===== config.mk =====
export PLATFORM = sky130hd
export DESIGN_NAME = sgl_walker
export DESIGN_NICKNAME = d
export VERILOG_FILES = /design/src/rtl/sgl_pkg.sv /design/src/rtl/sgl_decode.sv /design/src/rtl/sgl_limits.sv /design/src/rtl/sgl_walker.sv
export SDC_FILE = /design/constraint.sdc
export NUM_CORES = 1
export LEC_CHECK = 0
export BUFFER_PORTS_ARGS = -buffer_cell sky130_fd_sc_hd__buf_4
export CORE_MARGIN = 5
export CORE_UTILIZATION = 50
export DETAILED_ROUTE_END_ITERATION = 6
export GPL_TIMING_DRIVEN = 0
export PLACE_DENSITY_LB_ADDON = 0.05
export SYNTH_ARGS = -nofsm -noshare
export SYNTH_HDL_FRONTEND = slang
export SYNTH_SLANG_ARGS = --single-unit

===== constraint.sdc =====
create_clock -name clk -period 5.2 [get_ports clk]
set_input_delay 1.04 -clock clk [delete_from_list [all_inputs] [get_ports clk]]
set_output_delay 1.04 -clock clk [all_outputs]
set_load 0.01 [all_outputs]

===== src/rtl/sgl_pkg.sv =====
package sgl_pkg;

    localparam int WORD_BYTES  = 4;
    localparam int ENTRY_WORDS = 4;
    localparam int ENTRY_BYTES = WORD_BYTES * ENTRY_WORDS;
    localparam int ENTRY_SHIFT = $clog2(ENTRY_BYTES);
    localparam int EXT_BIT     = 31;
    localparam int SNOOP_BIT   = 22;
    localparam int CNT_W       = 22;
    localparam int LEN_W       = CNT_W + 1;
    localparam int EXT_W       = LEN_W - ENTRY_SHIFT;
    localparam logic [LEN_W-1:0] MAX_SEG_BYTES = LEN_W'(1) << CNT_W;

    typedef enum logic [2:0] {
        ERR_NONE       = 3'd0,
        ERR_TOO_MANY   = 3'd1,
        ERR_ADDR_ALIGN = 3'd2,
        ERR_LEN_ALIGN  = 3'd3,
        ERR_OVER_TOTAL = 3'd4,
        ERR_EXT_EMPTY  = 3'd5
    } sgl_err_e;

    typedef enum logic [2:0] {
        S_IDLE, S_REQ, S_WAIT, S_DECODE, S_EMIT, S_DONE, S_ERR
    } sgl_state_e;

    // Control bits kept from the fourth word of an entry
    typedef struct packed {
        logic             ext;
        logic             snoop;
        logic [CNT_W-1:0] cnt;
    } sgl_ctl_t;

    typedef struct packed {
        logic [31:0]      addr;
        logic [LEN_W-1:0] len;
        logic             snoop;
        logic             ext;
    } sgl_desc_t;

    // Zero-based count field to byte length; zero selects the maximum
    function automatic logic [LEN_W-1:0] seg_bytes(input logic [CNT_W-1:0] f);
        if (f == '0) return MAX_SEG_BYTES;
        return {1'b0, f} + LEN_W'(WORD_BYTES);
    endfunction

endpackage


===== src/rtl/sgl_decode.sv =====
module sgl_decode
    import sgl_pkg::*;
(
    input  logic [31:0]      w0,
    input  sgl_ctl_t         ctl,
    output sgl_desc_t        desc,
    output logic [EXT_W-1:0] ext_n,
    output sgl_err_e         fault
);
    always_comb begin
        desc.addr  = w0;
        desc.ext   = ctl.ext;
        desc.snoop = ctl.snoop;
        desc.len   = seg_bytes(ctl.cnt);
        ext_n      = desc.len[LEN_W-1:ENTRY_SHIFT];
        fault      = ERR_NONE;
        if (ctl.cnt[1:0] != 2'b00)
            fault = ERR_LEN_ALIGN;
        else if (w0[1:0] != 2'b00)
            fault = ERR_ADDR_ALIGN;
        else if (ctl.ext && ext_n == '0)
            fault = ERR_EXT_EMPTY;
    end
endmodule


===== src/rtl/sgl_limits.sv =====
module sgl_limits
    import sgl_pkg::*;
#(
    parameter int MAX_ENTRIES = 16,
    parameter int TOTAL_LIMIT = 64 * 1024 * 1024,
    parameter int USE_W       = 5,
    parameter int TOT_W       = 28
) (
    input  logic [USE_W-1:0] used,
    input  logic [EXT_W-1:0] ext_n,
    input  logic [TOT_W-1:0] total,
    input  logic [LEN_W-1:0] len,
    output logic             entries_over,
    output logic             total_over
);
    localparam int SUM_W = (EXT_W > USE_W ? EXT_W : USE_W) + 1;

    logic [SUM_W-1:0] ent_sum;
    logic [TOT_W-1:0] tot_sum;

    always_comb begin
        ent_sum      = SUM_W'(ext_n) + SUM_W'(used);
        entries_over = ent_sum > SUM_W'(MAX_ENTRIES);
        tot_sum      = total + TOT_W'(len);
        total_over   = tot_sum > TOT_W'(TOTAL_LIMIT);
    end
endmodule


===== src/rtl/sgl_walker.sv =====
module sgl_walker
    import sgl_pkg::*;
#(
    parameter int MAX_ENTRIES = 16,
    parameter int TOTAL_LIMIT = 64 * 1024 * 1024,
    parameter int CMD_CNT_W   = 8
) (
    input  logic                 clk,
    input  logic                 rst,
    input  logic                 start,
    input  logic [31:0]          tbl_base,
    input  logic [CMD_CNT_W-1:0] tbl_entries,
    output logic                 mem_req_valid,
    input  logic                 mem_req_ready,
    output logic [31:0]          mem_req_addr,
    input  logic                 mem_rsp_valid,
    input  logic [31:0]          mem_rsp_data,
    output logic                 seg_valid,
    input  logic                 seg_ready,
    output logic [31:0]          seg_addr,
    output logic [LEN_W-1:0]     seg_len,
    output logic                 seg_snoop,
    output logic                 done,
    output logic                 err,
    output logic [2:0]           err_code
);
    localparam int USE_W     = $clog2(MAX_ENTRIES + 1);
    localparam int LIM_W     = $clog2(TOTAL_LIMIT);
    localparam int TOT_W     = (LIM_W > LEN_W ? LIM_W : LEN_W) + 2;
    localparam logic [1:0] LAST_WORD = 2'(ENTRY_WORDS - 1);

    sgl_state_e       state;
    logic [31:0]      cur_addr;
    logic [1:0]       word_idx;
    logic [USE_W-1:0] remain_q;
    logic [USE_W-1:0] used_q;
    logic [TOT_W-1:0] total_q;
    logic [31:0]      w0_q;
    sgl_ctl_t         ctl_q;
    logic [31:0]      seg_addr_q;
    logic [LEN_W-1:0] seg_len_q;
    logic             seg_snoop_q;
    sgl_err_e         err_code_q;

    sgl_desc_t        desc_c;
    logic [EXT_W-1:0] ext_n_c;
    sgl_err_e         fault_c;
    logic             entries_over;
    logic             total_over;

    sgl_decode u_decode (
        .w0    (w0_q),
        .ctl   (ctl_q),
        .desc  (desc_c),
        .ext_n (ext_n_c),
        .fault (fault_c)
    );

    sgl_limits #(
        .MAX_ENTRIES (MAX_ENTRIES),
        .TOTAL_LIMIT (TOTAL_LIMIT),
        .USE_W       (USE_W),
        .TOT_W       (TOT_W)
    ) u_limits (
        .used         (used_q),
        .ext_n        (ext_n_c),
        .total        (total_q),
        .len          (desc_c.len),
        .entries_over (entries_over),
        .total_over   (total_over)
    );

    always_ff @(posedge clk) begin
        if (rst) begin
            state       <= S_IDLE;
            cur_addr    <= '0;
            word_idx    <= '0;
            remain_q    <= '0;
            used_q      <= '0;
            total_q     <= '0;
            w0_q        <= '0;
            ctl_q       <= '0;
            seg_addr_q  <= '0;
            seg_len_q   <= '0;
            seg_snoop_q <= 1'b0;
            err_code_q  <= ERR_NONE;
        end else begin
            case (state)
                S_IDLE: if (start) begin
                    cur_addr <= tbl_base;
                    word_idx <= '0;
                    total_q  <= '0;
                    if (tbl_entries > CMD_CNT_W'(MAX_ENTRIES)) begin
                        err_code_q <= ERR_TOO_MANY;
                        state      <= S_ERR;
                    end else if (tbl_entries == '0) begin
                        state <= S_DONE;
                    end else begin
                        remain_q <= USE_W'(tbl_entries);
                        used_q   <= USE_W'(tbl_entries);
                        state    <= S_REQ;
                    end
                end
                S_REQ: if (mem_req_ready) state <= S_WAIT;
                S_WAIT: if (mem_rsp_valid) begin
                    if (word_idx == 2'd0) w0_q <= mem_rsp_data;
                    if (word_idx == LAST_WORD) begin
                        ctl_q <= '{ext:   mem_rsp_data[EXT_BIT],
                                   snoop: mem_rsp_data[SNOOP_BIT],
                                   cnt:   mem_rsp_data[CNT_W-1:0]};
                        state <= S_DECODE;
                    end else begin
                        word_idx <= word_idx + 2'd1;
                        state    <= S_REQ;
                    end
                end
                S_DECODE: begin
                    if (fault_c != ERR_NONE) begin
                        err_code_q <= fault_c;
                        state      <= S_ERR;
                    end else if (desc_c.ext) begin
                        if (entries_over) begin
                            err_code_q <= ERR_TOO_MANY;
                            state      <= S_ERR;
                        end else begin
                            cur_addr <= desc_c.addr;
                            remain_q <= USE_W'(ext_n_c);
                            used_q   <= used_q + USE_W'(ext_n_c);
                            word_idx <= '0;
                            state    <= S_REQ;
                        end
                    end else if (total_over) begin
                        err_code_q <= ERR_OVER_TOTAL;
                        state      <= S_ERR;
                    end else begin
                        seg_addr_q  <= desc_c.addr;
                        seg_len_q   <= desc_c.len;
                        seg_snoop_q <= desc_c.snoop;
                        state       <= S_EMIT;
                    end
                end
                S_EMIT: if (seg_ready) begin
                    total_q <= total_q + TOT_W'(seg_len_q);
                    if (remain_q == USE_W'(1)) begin
                        state <= S_DONE;
                    end else begin
                        remain_q <= remain_q - USE_W'(1);
                        cur_addr <= cur_addr + 32'(ENTRY_BYTES);
                        word_idx <= '0;
                        state    <= S_REQ;
                    end
                end
                default: state <= S_IDLE;
            endcase
        end
    end

    assign mem_req_valid = (state == S_REQ);
    assign mem_req_addr  = cur_addr + 32'({word_idx, 2'b00});
    assign seg_valid     = (state == S_EMIT);
    assign seg_addr      = seg_addr_q;
    assign seg_len       = seg_len_q;
    assign seg_snoop     = seg_snoop_q;
    assign done          = (state == S_DONE);
    assign err           = (state == S_ERR);
    assign err_code      = err ? err_code_q : 3'd0;
endmodule


# Word level (Yosys, flattened, before mapping)
# Index checks and enable logic that the tools add are counted.
dict set report op_classes {
  add_sub_neg 9
  n_lt_le_gt_ge 3
  n_eq_ne 22
  muxes 59
  n_bitwise 3
  reduce_logical 23
}
# op n
set op_table {}
lappend op_table {{32-bit 2-to-1 mux} 6}
lappend op_table {{32-bit case mux with 3 select lines} 1}
lappend op_table {{3-bit 2-to-1 mux} 20}
lappend op_table {{28-bit by 23-bit adder with 28-bit output} 2}
lappend op_table {{28-bit 2-to-1 mux} 2}
lappend op_table {{28-bit case mux with 2 select lines} 1}
lappend op_table {{5-bit 2-to-1 mux} 11}
lappend op_table {{23-bit 2-to-1 mux} 2}
lappend op_table {{32-bit by 4-bit adder with 32-bit output} 1}
lappend op_table {{32-bit by 5-bit adder with 32-bit output, second input constant} 1}
lappend op_table {{28-bit by 27-bit greater-than comparator with 1-bit output, second input constant} 1}
lappend op_table {{22-bit by 3-bit adder with 23-bit output, second input constant} 1}
lappend op_table {{22-bit zero test} 1}
lappend op_table {{19-bit by 5-bit adder with 20-bit output} 1}
lappend op_table {{20-bit by 5-bit greater-than comparator with 1-bit output, second input constant} 1}
lappend op_table {{2-bit 2-to-1 mux} 10}
lappend op_table {{2-bit != test, second input constant} 10}
lappend op_table {{19-bit zero test} 1}
lappend op_table {{9-bit AND reduction} 2}
lappend op_table {{3-bit case mux with 5 select lines} 1}
lappend op_table {{5-bit case mux with 3 select lines} 1}
lappend op_table {{7-bit AND reduction} 2}
lappend op_table {{5-bit case mux with 2 select lines} 1}
lappend op_table {{3-bit equality test, second input constant} 3}
lappend op_table {{other kinds (24)} 36}
dict set report totals {
  register_bits 190
  elab_cells 133
}

# Longest topological paths before layout
dict set report logic_depth {
  ltp_word 11
  ltp_mapped 21
}

# Modules after synthesis
# A second synthesis with hierarchy kept.
dict set report unflattened {
  cells_unflattened 1777
  area_unflattened_um2 13269.0
}
# mod n_inst cells_per_inst area_each_um2 seq_area_each_um2
set modules_own_cells {}
lappend modules_own_cells {sgl_walker 1 1319 10064.7 3803.6}
lappend modules_own_cells {sgl_limits 1 291 1975.6 0.0}
lappend modules_own_cells {sgl_decode 1 167 1228.7 0.0}

# Worst setup path before layout
# No wires, ideal clock.
dict set report synth_path {
  kind {reg2reg}
  startpoint {register ctl_q[7] in the netlist's numbering}
  endpoint {register seg_len_q[14] (netlist: seg_len[14])}
  setup_ns 0.138
  arrival_ns 4.999
  setup_slack_ns 0.063
  path_stages_with_launch 21
  n_path_buf 3
  path_cell_list {dfxtp_1 buf_2 nand4_2 buf_1 nor4_1 nand2_1 xor2_1 inv_1 ha_1 a21oi_1 o22ai_1 nand4b_1 or4b_1 nor4_1 nand4_1 or3_1 or4_4 o31a_1 nor2_2 buf_4 a211oi_1}
}
# item line
set synth_lines {}
lappend synth_lines {{start, declared} sgl_walker.sv:39} ;# sgl_ctl_t ctl_q;
lappend synth_lines {{start signal, assigned} sgl_walker.sv:108} ;# ctl_q <= '{ext: mem_rsp_data[EXT_BIT],
lappend synth_lines {{end signal, assigned} sgl_walker.sv:137} ;# seg_len_q <= desc_c.len;
lappend synth_lines {{end, declared} sgl_walker.sv:41} ;# logic [LEN_W-1:0] seg_len_q;

==> results.md <==
Outcome:
- The flow ran to the end, but the final reports show violations.
- The checks that failed: DRC.

Critical path:
- Along the worst path, the maximum fanout reaches 8.
- Traced cell by cell, the critical path runs through buf_4 -> nand4_1 -> buf_4 -> nor4_4 -> nand2_1 -> xor2_2 -> inv_2 -> ha_4 -> a21oi_2 -> o22ai_1 -> nand4b_1 -> or4b_4 -> nor4_2 -> nand4_1 -> or3_4 -> or4_4 -> o31a_4 -> clkbuf_16 -> o21ai_4 -> a221oi_1.
- The arrival time at the worst endpoint is 5.45 ns.
- The type of element capturing the critical path is a register.
- The flop-to-flop setup slack is 0.03 ns.
- Among all stages on the critical path, the largest delay is contributed by or4_4.
- The path length in cells of the critical path is 20.
- STA classifies the critical path startpoint as a register.
- The depth of the worst register-to-register path is 20.
- In this run the critical register-to-register path is captured at err_code_q[0].
- The critical path is of the register to register type.
- In this run the worst setup path begins at ctl_q[18].
- Broken down by cell family, the worst path's largest delay share belongs to simple AND/OR/NAND/NOR gates.
- The peak per-stage delay on the critical path is 0.58 ns.
- The required time reported for the critical path endpoint is 5.48 ns.
- The most critical setup path has its endpoint at err_code_q[0].
- The count of buffer and inverter cells on the critical path is 4.
- The worst register-to-register path begins at ctl_q[18].

Final layout:
- The final-stage net count is 2099.
- Registers take 3820 sq um.
- The post-layout instance area is 16400 sq um.
- In the final layout, the multi-input gates occupy 8920 sq um.
- The filler cells instantiated in the layout total 2271.
- The number of antenna repair diodes is 0.
- Relative to the synthesized area, the layout overhead comes to 27.2%.
- The share of final-layout standard cells stronger than drive strength 1 is 21.1%.

Timing:
- For the pin with the worst max-slew slack, the measured transition is 0.954 ns.
- In the post-route analysis, the smallest setup slack over all paths is 0.0297 ns.
- The final count of hold timing violations was 0.
- Setup total negative slack on the finished layout was measured at 0 ns.
- The max-slew violation total from the final report came to 0.
- The number of setup violations in the final report is 0.
- The worst slew margin relative to its limit is 36.4%.
- On the final layout, the worst hold slack is 0.475 ns.
- Counting I/O delays and the setup requirement, the final critical path takes 5.17 ns.
- The final clock skew is 0.0276 ns.
- The maximum clock frequency is 193 MHz.
- The final critical path takes up 99.4% of the cycle.

GRT:
- The first global-routing pass estimated 75.7 mm of wire.
- The total global routing track utilization is 33.3%.
- Entering global routing, the biggest net connects 25 pins.
- The global route total overflow is 0.
- The initial antenna violation count is 0.
- The via count of the first global-routing pass is 13200.

Floorplan:
- The floorplan has 58 rows.
- Measured along the y axis, the die boundary spans 171 um.
- The core footprint is 25300 sq um.
- During I/O placement, the number of pins put on the boundary was 173.
- In this run the horizontal extent of the chip is 171 um.
- The die covers 29200 sq um.
- The initial utilization of the core area, before any placement, comes to 51.0%.

Place:
- Routability-driven placement finished with a final weighted congestion of 0.995.
- Timing analysis after detailed placement gives a worst setup slack of -1.24 ns.
- In this run the cell area measured after placement is 14600 sq um.
- Port buffering added 172 buffers.
- The HPWL after detailed placement is 38.3 mm.

Yosys:
- Yosys printed 0 warnings.
- In this run the cell area of the synthesized design comes to 12900 sq um.
- The share of the Yosys chip area taken by registers is 29.4%.
- The share of flip-flops with an asynchronous set or reset after synthesis is 0%.
- The count of unique library cells instantiated by Yosys is 89.
- The number of synthesized register bits is 190.
- The synthesized area per cell is 7.48 sq um.
- In the synthesized netlist, the number of instances is 1727.
- Counting every net in the synthesized netlist gives 1867.
- The most frequently used flop master after synthesis is dfxtp_1.
- The number of enable flip-flop cells after synthesis is 0.

Clock tree:
- Clock-pin slew was measured on the worst setup and hold paths at 0.09 ns.
- The H-tree generated during clock tree synthesis spans 4 levels.
- The maximum buffer depth of the clock tree is 2.
- The CTS tree is done.
- The clock latency at the later pin of the worst-skew pair is 0.47 ns.
- The tree is rooted in a clkbuf_16.
- Clock tree synthesis inserted a total of 17 buffers.
- For this design, the sink count on the clock tree is 190.

Worst hold path:
- The path type of the worst min-delay path is register to register.
- The number of stages on the worst hold path is 2.

Routing:
- The routed wire length is 51.4 mm.
- For this run, the detailed router's first-pass iteration total came to 7.
- Using the TritonRoute via totals, the vias-per-cell ratio works out to 6.27.
- For this block, the via count after detailed routing is 14400.
- After detailed routing, the number of remaining DRC violations is 1.
- For this block, the initial DRC count from the detailed router was 1529.
- The residual antenna-violating net count after detailed routing is 0.
- The average routed wire per standard cell is 22.3 um.

Power:
- VDD sags by at most 0.232 mV.
- The total design power is 5.05 mW.
- In this run the static leakage power is 6.65 nW.
- The power density of the placed cells is 307 nW/um^2.

Run:
- The max-cap check violation count is 0.
## cells in the mapped netlist (20+ instances only)
library cell,number,area share [%]
a22oi_1,41,2.4
dfxtp_1,190,29
and3_1,21,1.0
nand2_1,215,6.2
a21oi_1,182,7.0
clkbuf_1,110,3.2
nand3_1,89,3.4
nand4_1,29,1.4
xnor2_1,58,3.9
mux2i_1,20,1.5
a211oi_1,21,1.2
xor2_1,45,3.0
nor2_1,128,3.7
nor3_1,46,1.8
inv_1,55,1.6
o21ai_0,108,4.2
ha_1,58,5.6
## logic make-up (layout without fill, tap and decap cells)
family,Yosys count,after routing,synth area share (%)
buffers and inverters,190,435,5.92
flip-flops,190,190,29.4
multiplexers,22,22,1.72
adder cells (fa/ha/maj),65,65,6.48
AND/OR/NAND/NOR,641,641,23.9
XOR/XNOR,104,104,7.10
AO/OA/AOI/OAI,515,515,25.5
## what timing repair did
action | in CTS | in global routing
hold endpoints to repair | 0 | 0
hold buffers | 0 | 0
pin swaps | 24 | 29
resized for setup | 97 | 101
buffers inserted | 25 | 26
endpoints found under the setup margin | 102 | 102
gates cloned | 2 | 1
## stage by stage
| step | cells | util (%) |
|---|---|---|
| final | 2302 | 64.9 |
| after global routing | 2302 | 64.9 |
| after CTS | 2278 | 62.7 |
| after detailed placement | 2229 | 57.8 |
| after global placement | 2229 | 57.8 |
| after floorplan | 1727 | - |
## worst min-delay path, stage by stage, from the launching register on
cell,delay (ns)
dfxtp_1,0.33
nand3_1,0.06
a21oi_1,0.05
## where the power goes
| group | leakage [nW] | switching [mW] | total, mW | internal [mW] |
|---|---|---|---|---|
| Clock | 0.312 | 0.767 | 1.45 | 0.686 |
| Sequential | 1.54 | 0.182 | 1.80 | 1.62 |
| Combinational | 4.80 | 1.09 | 1.79 | 0.700 |
## how the worst min path moves through the flow
stage | from | to | slack [ns]
after floorplan | ctl_q[22] | ctl_q[22] | 0.44
after global placement | ctl_q[22] | ctl_q[22] | 0.46
after detailed placement | ctl_q[22] | ctl_q[22] | 0.46
after CTS | ctl_q[22] | ctl_q[22] | 0.47
after global routing | seg_addr[0] | seg_addr[0] | 0.50
final | ctl_q[22] | seg_snoop | 0.48
## state kept, by name, summed over array words and instances (netlist names)
name,cells
seg_len,23
state,3
used_q,5
total_q,28
err_code_q,3
seg_snoop,1
w0_q,32
ctl_q,24
remain_q,5
cur_addr,32
word_idx,2
seg_addr,32
## cell usage in the layout (no fill, tap or decap), types with 15 or more instances in the layout
master,instances
xor2_1,37
clkbuf_16,20
a211oi_1,21
buf_4,225
dfxtp_1,183
a22oi_1,40
o21ai_0,91
nand4_1,29
nor3_1,43
xnor2_1,51
nand2b_1,15
nand2_1,212
ha_1,45
mux2i_1,20
a21o_1,17
nand3_1,88
and3_1,21
o21ai_1,15
inv_1,47
a21oi_1,178
nor2_1,122
clkbuf_1,88
## layer usage
metal / wire length (um) / share of wire, % / GRT usage (%) / vias to the layer above
li1: - / - / - / 6685
met3: 3660 / 7.1 / 4.07 / 172
met2: 24500 / 48 / 57.2 / 706
met1: 20200 / 39 / 41.4 / 6862
met4: 3100 / 6.0 / 16.5 / 0
met5: 0 / 0 / 0 / -
## layout make-up
type,count,share of cell area (%)
clock inverters,15,1.35
repair buffers,226,10.7
multi-input cells,1347,54.2
flip-flops and latches,190,23.2
clock buffers,17,2.59
plain buffers,122,4.11
inverters,55,1.26
well taps,330,2.51
Power figures use the tool's default switching activity.
